$ cat src/rtl/stat_irq_pkg.sv
package stat_irq_pkg;
  localparam int unsigned SIU_DATA_W = 32;
  localparam logic [31:0] SIU_STICKY_DEF = 32'h2020_0FFF; // 29, 21, 11..0
  localparam logic [31:0] SIU_LIVE_DEF   = 32'h001F_F000; // 20..12

  typedef enum logic [1:0] {
    REG_STATUS = 2'd0,
    REG_CLEAR  = 2'd1,
    REG_MASK   = 2'd2,
    REG_NONE   = 2'd3
  } reg_sel_e;
endpackage

$ cat src/rtl/siu_sticky_bank.sv
module siu_sticky_bank #(
  parameter int unsigned          W        = 32,
  parameter logic [W-1:0]         SET_BITS = '1
) (
  input  logic         clk,
  input  logic         rst_n,
  input  logic [W-1:0] evt_i,
  input  logic [W-1:0] clr_i,
  output logic [W-1:0] sticky_o
);
  logic [W-1:0] sticky_q, sticky_d, evt_m;
  logic         sticky_en;

  always_comb begin
    evt_m     = evt_i & SET_BITS;
    // set is applied after clear, so a coincident event wins
    sticky_d  = evt_m | (sticky_q & ~clr_i);
    sticky_en = (|evt_m) | (|(clr_i & sticky_q));
  end

  always_ff @(posedge clk or negedge rst_n) begin
    if (!rst_n)         sticky_q <= '0;
    else if (sticky_en) sticky_q <= sticky_d;
  end

  assign sticky_o = sticky_q;

  AST_STICKY_HOLD: assert property (@(posedge clk) disable iff (!rst_n)
    (clr_i == '0) |=> ((sticky_q & $past(sticky_q)) == $past(sticky_q)));
  AST_SET_WINS: assert property (@(posedge clk) disable iff (!rst_n)
    (|(evt_i & SET_BITS)) |=> ((sticky_q & $past(evt_i & SET_BITS)) == $past(evt_i & SET_BITS)));
endmodule

$ cat src/rtl/siu_reg_if.sv
module siu_reg_if
  import stat_irq_pkg::*;
#(
  parameter int unsigned  W          = 32,
  parameter logic [W-1:0] CLEAR_BITS = '1,
  parameter logic [W-1:0] IMPL_BITS  = '1
) (
  input  logic         clk,
  input  logic         rst_n,
  input  logic         bus_vld,
  input  logic         bus_wr,
  input  logic [1:0]   bus_addr,
  input  logic [W-1:0] bus_wdata,
  input  logic [W-1:0] status_i,
  output logic [W-1:0] clr_o,
  output logic [W-1:0] mask_o,
  output logic [W-1:0] bus_rdata,
  output logic         bus_rvld
);
  reg_sel_e     sel;
  logic         wr_req, rd_req, mask_en;
  logic [W-1:0] mask_q, mask_d, rdata_q, rdata_d;
  logic         rvld_q;

  always_comb begin
    sel     = reg_sel_e'(bus_addr);
    wr_req  = bus_vld & bus_wr;
    rd_req  = bus_vld & ~bus_wr;
    clr_o   = (wr_req && sel == REG_CLEAR) ? (bus_wdata & CLEAR_BITS) : '0;
    mask_en = wr_req && (sel == REG_MASK);
    mask_d  = bus_wdata & IMPL_BITS;
    unique case (sel)
      REG_STATUS: rdata_d = status_i & IMPL_BITS;
      REG_MASK:   rdata_d = mask_q;
      default:    rdata_d = '0;
    endcase
  end

  always_ff @(posedge clk or negedge rst_n) begin
    if (!rst_n) begin
      mask_q  <= '0;
      rdata_q <= '0;
      rvld_q  <= 1'b0;
    end else begin
      if (mask_en) mask_q  <= mask_d;
      if (rd_req)  rdata_q <= rdata_d;
      rvld_q <= rd_req;
    end
  end

  assign mask_o    = mask_q;
  assign bus_rdata = rdata_q;
  assign bus_rvld  = rvld_q;

  AST_CLR_READS_ZERO: assert property (@(posedge clk) disable iff (!rst_n)
    (rd_req && (sel == REG_CLEAR || sel == REG_NONE)) |=> (bus_rdata == '0));
  AST_STATUS_RSVD_ZERO: assert property (@(posedge clk) disable iff (!rst_n)
    (rd_req && sel == REG_STATUS) |=> ((bus_rdata & ~IMPL_BITS) == '0));
  AST_RVLD_AFTER_READ: assert property (@(posedge clk) disable iff (!rst_n)
    rd_req |=> bus_rvld);
  AST_RVLD_ONLY_READ: assert property (@(posedge clk) disable iff (!rst_n)
    !rd_req |=> !bus_rvld);
endmodule

$ cat src/rtl/siu_irq_gen.sv
module siu_irq_gen #(
  parameter int unsigned W = 32
) (
  input  logic         clk,
  input  logic         rst_n,
  input  logic [W-1:0] status_i,
  input  logic [W-1:0] mask_i,
  output logic         irq_o
);
  logic irq_q, irq_d;

  always_comb irq_d = |(status_i & mask_i);

  always_ff @(posedge clk or negedge rst_n) begin
    if (!rst_n) irq_q <= 1'b0;
    else        irq_q <= irq_d;
  end

  assign irq_o = irq_q;

  AST_IRQ_MASKED_OFF: assert property (@(posedge clk) disable iff (!rst_n)
    (mask_i == '0) |=> !irq_o);
  AST_IRQ_RAISED: assert property (@(posedge clk) disable iff (!rst_n)
    (|(status_i & mask_i)) |=> irq_o);
endmodule

$ cat src/rtl/stat_irq_unit.sv
module stat_irq_unit
  import stat_irq_pkg::*;
#(
  parameter int unsigned           DATA_W      = SIU_DATA_W,
  parameter logic [DATA_W-1:0]     STICKY_BITS = SIU_STICKY_DEF,
  parameter logic [DATA_W-1:0]     LIVE_BITS   = SIU_LIVE_DEF
) (
  input  logic              clk,
  input  logic              rst_n,
  input  logic [DATA_W-1:0] evt_i,
  input  logic [DATA_W-1:0] lvl_i,
  input  logic              bus_vld,
  input  logic              bus_wr,
  input  logic [1:0]        bus_addr,
  input  logic [DATA_W-1:0] bus_wdata,
  output logic [DATA_W-1:0] bus_rdata,
  output logic              bus_rvld,
  output logic              irq_o
);
  localparam logic [DATA_W-1:0] IMPL_BITS = STICKY_BITS | LIVE_BITS;

  // reset: asserted asynchronously, released on a clock edge
  logic rst_s1_q, rst_s2_q;
  always_ff @(posedge clk or negedge rst_n) begin
    if (!rst_n) begin
      rst_s1_q <= 1'b0;
      rst_s2_q <= 1'b0;
    end else begin
      rst_s1_q <= 1'b1;
      rst_s2_q <= rst_s1_q;
    end
  end

  logic [DATA_W-1:0] sticky, clr, mask, status;

  siu_sticky_bank #(.W(DATA_W), .SET_BITS(STICKY_BITS)) sticky_i (
    .clk(clk), .rst_n(rst_s2_q), .evt_i(evt_i), .clr_i(clr), .sticky_o(sticky)
  );

  always_comb status = sticky | (lvl_i & LIVE_BITS);

  siu_reg_if #(.W(DATA_W), .CLEAR_BITS(STICKY_BITS), .IMPL_BITS(IMPL_BITS)) regs_i (
    .clk(clk), .rst_n(rst_s2_q), .bus_vld(bus_vld), .bus_wr(bus_wr),
    .bus_addr(bus_addr), .bus_wdata(bus_wdata), .status_i(status),
    .clr_o(clr), .mask_o(mask), .bus_rdata(bus_rdata), .bus_rvld(bus_rvld)
  );

  siu_irq_gen #(.W(DATA_W)) irq_i (
    .clk(clk), .rst_n(rst_s2_q), .status_i(status), .mask_i(mask), .irq_o(irq_o)
  );

  AST_LIVE_UNCLEARED: assert property (@(posedge clk) disable iff (!rst_s2_q)
    ((clr & LIVE_BITS) == '0));
  AST_RO_STATUS_WRITE: assert property (@(posedge clk) disable iff (!rst_s2_q)
    (bus_vld && bus_wr && bus_addr == 2'd0 && evt_i == '0) |=>
      ((sticky & $past(sticky)) == sticky) && ($stable(mask)));
endmodule

$ cat config.mk
export PLATFORM = sky130hd
export DESIGN_NAME = stat_irq_unit
export DESIGN_NICKNAME = d
export VERILOG_FILES = /design/src/rtl/stat_irq_pkg.sv /design/src/rtl/siu_sticky_bank.sv /design/src/rtl/siu_reg_if.sv /design/src/rtl/siu_irq_gen.sv /design/src/rtl/stat_irq_unit.sv
export SDC_FILE = /design/constraint.sdc
export NUM_CORES = 1
export LEC_CHECK = 0
export BUFFER_PORTS_ARGS = -buffer_cell sky130_fd_sc_hd__buf_4
export CAP_MARGIN = 10
export CORE_MARGIN = 8
export CORE_UTILIZATION = 42
export DETAILED_ROUTE_END_ITERATION = 8
export PLACE_DENSITY = 0.76
export REMOVE_ABC_BUFFERS = 1
export SYNTH_ARGS = -nofsm -noshare
export SYNTH_HDL_FRONTEND = slang
export SYNTH_SLANG_ARGS = --single-unit
$ cat constraint.sdc
create_clock -name clk -period 2 [get_ports clk]
set_clock_uncertainty 0.15 [all_clocks]
set_input_delay 0.2 -clock clk [delete_from_list [all_inputs] [get_ports clk]]
set_output_delay 0.2 -clock clk [all_outputs]
set_load 0.05 [all_outputs]
After elaboration in Yosys (flattened, before gate mapping):

Cells that the tools add are included.

* equality and inequality tests: 2
* multiplexer cells: 2
* bitwise operators: 10
* reductions and logical operators: 6

Operator list (count)
* $and A32 B32 Y32: 2
* $reduce_or A32 Y1: 2
* $pmux W30 S2: 1
* $and A32 B30 Y32: 1
* $not A32 Y32: 1
* $or A30 B32 Y32: 1
* $or A32 B21 Y32: 1
* $mux W30: 1
* $reduce_or A14 Y1: 1
* $and A1 B1 Y1: 2
* $eq A2 B1 Y1 const B: 1
* $eq A2 B2 Y1 const B: 1
* $logic_and A1 B1 Y1: 2
* $logic_not A2 Y1: 1
* $not A1 Y1: 1
* $or A1 B1 Y1: 1

* register bits: 91
* input port bits: 102
* output and inout bits: 34
* logic and storage cells: 27

Longest topological paths before layout:

* word-level depth: 6
* mapped depth: 6
* gate-level depth less buffers: 3

Hierarchy:

Synthesis repeated with hierarchy kept, for this count alone.

* cell total of the unflattened synthesis: 296
* area, all modules: 3892.5 µm²

Modules (own cells, without submodules)
* siu_reg_if: instances 1, cells an instance 184, area each 2528.7 µm², sequential area each 1176.1 µm²
* siu_sticky_bank: instances 1, cells an instance 78, area each 1071.0 µm², sequential area each 800.8 µm²
* siu_irq_gen: instances 1, cells an instance 22, area each 182.7 µm², sequential area each 25.0 µm²
* stat_irq_unit: instances 1, cells an instance 12, area each 110.1 µm², sequential area each 50.0 µm²

Least setup slack after synthesis:

Ideal clock, no wire load.

* kind: flip-flop to flip-flop
* start point: register sticky_i.sticky_q[4] (netlist: sticky_i.sticky_o[4])
* end point: register irq_i.irq_q (netlist: irq_i.irq_o)
* library setup time: 0.131 ns
* arrival time: 1.055 ns
* data required time: 1.719 ns
* setup slack: 0.664 ns
* stages on the path, launching flop included: 4
* buffers on the path: 0
* period minus slack after synthesis: 1.336 ns
* cell sequence: dfrtp_1 > a222oi_1 > nand3_1 > or3_1

* cells in the longest elaborated chain, start to end: 3

RTL lines
* start, declared: line siu_sticky_bank.sv:11 `logic [W-1:0] sticky_q, sticky_d, evt_m;`
* start signal, assigned: line siu_sticky_bank.sv:23 `else if (sticky_en) sticky_q <= sticky_d;`
* $or A32 B21 Y32: line stat_irq_unit.sv:40 `always_comb status = sticky | (lvl_i & LIVE_BITS);`
* $and A32 B30 Y32: line siu_irq_gen.sv:12 `always_comb irq_d = |(status_i & mask_i);`
* $reduce_or A32 Y1: line siu_irq_gen.sv:12
* via irq_i.irq_d: line siu_irq_gen.sv:10 `logic irq_q, irq_d;`
* end signal, assigned: line siu_irq_gen.sv:16 `else irq_q <= irq_d;`
* end, declared: line siu_irq_gen.sv:10

The timed path passes the listed nets, and every way through them passes these cells.
A chain may end at the register's enable or synchronous reset.

Worst setup path after layout:

* start point: input port bus_addr[1]
* end point: register sticky_i.sticky_q[2] (netlist: sticky_i.sticky_o[2])

* cells in the longest elaborated chain, start to end: 6
* elaborated cells on any way between the ends: 9
* classes of those cells: eq/ne (1); mux (1); bitwise (5); reduce/logical (2)

RTL lines
* start, declared: line stat_irq_unit.sv:14 `input logic [1:0] bus_addr,`
* $eq A2 B1 Y1 (*): line siu_reg_if.sv:29 `clr_o = (wr_req && sel == REG_CLEAR) ? (bus_wdata & CLEAR_BITS) : '0;`
* $logic_and A1 B1 Y1 (*): line siu_reg_if.sv:29
* $mux W30 (*): line siu_reg_if.sv:29
* $and A32 B32 Y32 / $not A32 Y32 (equally long branches): line siu_sticky_bank.sv:18, siu_sticky_bank.sv:17
* $reduce_or A32 Y1 / $and A32 B32 Y32 (equally long branches): line siu_sticky_bank.sv:18, siu_sticky_bank.sv:17
* $or A1 B1 Y1 / $or A30 B32 Y32 (equally long branches): line siu_sticky_bank.sv:18, siu_sticky_bank.sv:17

Every way passes the cells marked *; elsewhere a longest branch is shown, timed or not.

==> qor.yml <==
status: "completed"
n_fill_cell: 550
clockBufferDepth: 2
dpl.cell_count: 374
wl_met2_um: 3700
ys_types: 23
fmax_mhz: 594
crit_path_max_fanout: 14
relSlewSlack_pct: 60.3
gp_congestion: 0.778
syn_to_final_growth_pct: 44.4
rrSetupSlack_ns: 0.51
start_util_pct: 42.7
numCtsBuffers: 9
layout-drive-gt1-share_pct: 39.3
critical_path.startpoint: "bus_addr[1]"
multi_input_area_mm2: 0.00112
die_h_um: 98.4
viasPerCell: 4.99
setup_viol: 0
slew_violations: 0
hold_buffers: 45
p_per_area_mw_per_mm2: 894
avgRoutedWirePerCell_um: 16.0
vdd_drop_max_mv: 0.510
root_buffer: "clkbuf_8"
min_from: "lvl_i[12]"
worstHoldPathType: "input port to flop"
tns_ns: 0
whs_ns: 0.0152
diodes: 0
rows: 30
antenna_left: 0
h-tree-depth: 3
syn-cell-area_mm2: 0.00285
cp.required_ns: 2.05
syn_inst: 227
fin_cells: 436
drcViolationCount: 0
synth_area_leaders: "dfrtp_1 56%, mux2_2 8.7%, mux2i_1 8.1%"
area.sequential_mm2: 0.00160
first_iter_violations: 49
ios: 136
grt_pass1_wl_um: 11500
cts_sinks: 64
fin_crit_ns: 1.68
drt_wl_total_um: 6980
avgSynthCellArea_um2: 12.6
grt.total_usage_pct: 15.2
worstSetupPathType: "input port to flop"
post-route-period-util_pct: 84.1
cts_tree: "built"
vias: 2176
worstSetupStartpointType: "input port"
final_nets: 453
antenna_found_initial: 0
wl_met1_um: 2700
cts.clk_slew.worst_paths_ns: 0.06
reg2reg_from: "sticky_i.sticky_o[1]"
die_w_um: 98.4
grt_max_degree: 37
first_pass_iters: 6
coreArea_mm2: 0.00668
synth_seq_cells: 64
wl_met3_um: 480
postCtsSetupBuffers: 0
cts_resized: 0
maxCapViolations: 0
grt_pass1_vias: 2337
dpl.hpwl_um: 4670
rsz0062_at_grt: "no"
tightestPinTransition_ns: 0.595
cp-end-kind: "flop"
io_buffers: 76
finalHoldViolCount: 0
synth_top_area_share_pct: 56.2
clock_latency_ns: 0.33
ys_seq_area_share_pct: 56.2
routed.top_layer: "met4"
crit_arrival_ns: 1.73
synth_top_area_cell: "dfrtp_1"
grt_overflow: 0
die-area_mm2: 0.00968
p_leak_uw: 0.00193
yosys_warnings: 0
-- logic make-up (layout without fill, tap and decap cells) --
| kind of cell | Yosys count | after routing | synth area share, % |
|---|---|---|---|
| and+or+nand+nor | 45 | 45 | 7.42 |
| AOI/OAI and AO/OA | 48 | 48 | 13.3 |
| DFF | 64 | 64 | 56.2 |
| other | 2 | 10 | 0.263 |
| muxes | 46 | 46 | 17.2 |
| buffers and inverters | 22 | 143 | 5.62 |
-- final timing paths --
| path | to | cells after the start |
|---|---|---|
| worst min-delay path | regs_i.bus_rdata[12] | 3 |
| worst max register to register | irq_i.irq_o | 3 |
| worst min register to register | regs_i.mask_o[1] | 0 |
| min in group asynchronous | rst_s2_q | 2 |
| max in group asynchronous | regs_i.mask_o[19] | 1 |
| worst max-delay path | sticky_i.sticky_o[2] | 6 |
-- worst max-delay path, stage by stage --
cell and delay, ns:
buf_4 0.19, and4b_1 0.27, buf_4 0.24, nand2_1 0.08
a21o_1 0.17, dlygate4sd3_1 0.57
-- cells in the mapped netlist --
cell type	n
a21o_1	14
inv_1	1
or2_4	1
nand2_1	37
mux2i_1	23
a222oi_1	1
o21ai_2	20
conb_1	2
nand3_1	1
mux2_1	1
nand2b_1	1
buf_2	5
clkbuf_1	2
nand4_1	2
or3_1	1
mux2_2	22
a22oi_1	10
nand4b_4	1
o21ai_0	3
and4b_1	1
buf_6	5
buf_4	9
dfrtp_1	64
-- through the flow --
stage / power [µW] / setup WS, ns / cell area (µm²) / util [%]
CTS: 3720 / 0.380 / 4110 / 61.5
global placement: 2440 / 0.356 / 3440 / 51.5
floorplan: 2160 / -0.0640 / 2720 / -
global route: 3860 / 0.266 / 4120 / 61.6
finish: 3680 / 0.317 / 4120 / 61.6
detailed placement: 2470 / 0.338 / 3440 / 51.5
-- metal layers --
metal	track usage, %	vias up
li1	-	1030
met1	15.7	1059
met2	27.5	75
met3	5.90	12
met4	4.96	0
met5	0	-
-- layout by cell type, fill, tap and decap left out, types with 2 or more instances in the layout --
cell type      synthesis  routed
buf_4                  9      79
dfrtp_1               64      63
dlygate4sd3_1          0      46
nand2_1               37      37
mux2i_1               23      23
mux2_2                22      22
o21ai_2               20      20
a21o_1                14      14
clkbuf_8               0      13
a22oi_1               10      10
conb_1                 2      10
o21ai_0                3       3
nand4_1                2       2
-- sequential cells by signal, summed over array words and instances, names as in the netlist --
signal,count
regs_i.bus_rdata,23
regs_i.mask_o,23
sticky_i.sticky_o,14
irq_i.irq_o,1
regs_i.bus_rvld,1
rst_s1_q,1
rst_s2_q,1
-- area by class of cell --
class | count | share of cell area, %
clock buffer | 14 | 4.44
clock inverter | 2 | 0.851
inverter | 1 | 0.0912
multi-input combinational | 149 | 27.2
sequential | 64 | 38.9
tap | 80 | 2.43
timing repair buffer | 126 | 26.1
-- where the power goes --
group / leakage, µW / internal, µW / switching [µW]
clock: 0.000113 / 711 / 465
sequential: 0.000744 / 1470 / 130
combinational: 0.00107 / 394 / 510
total: 0.00193 / 2580 / 1110
Power figures use the tool's default switching activity.
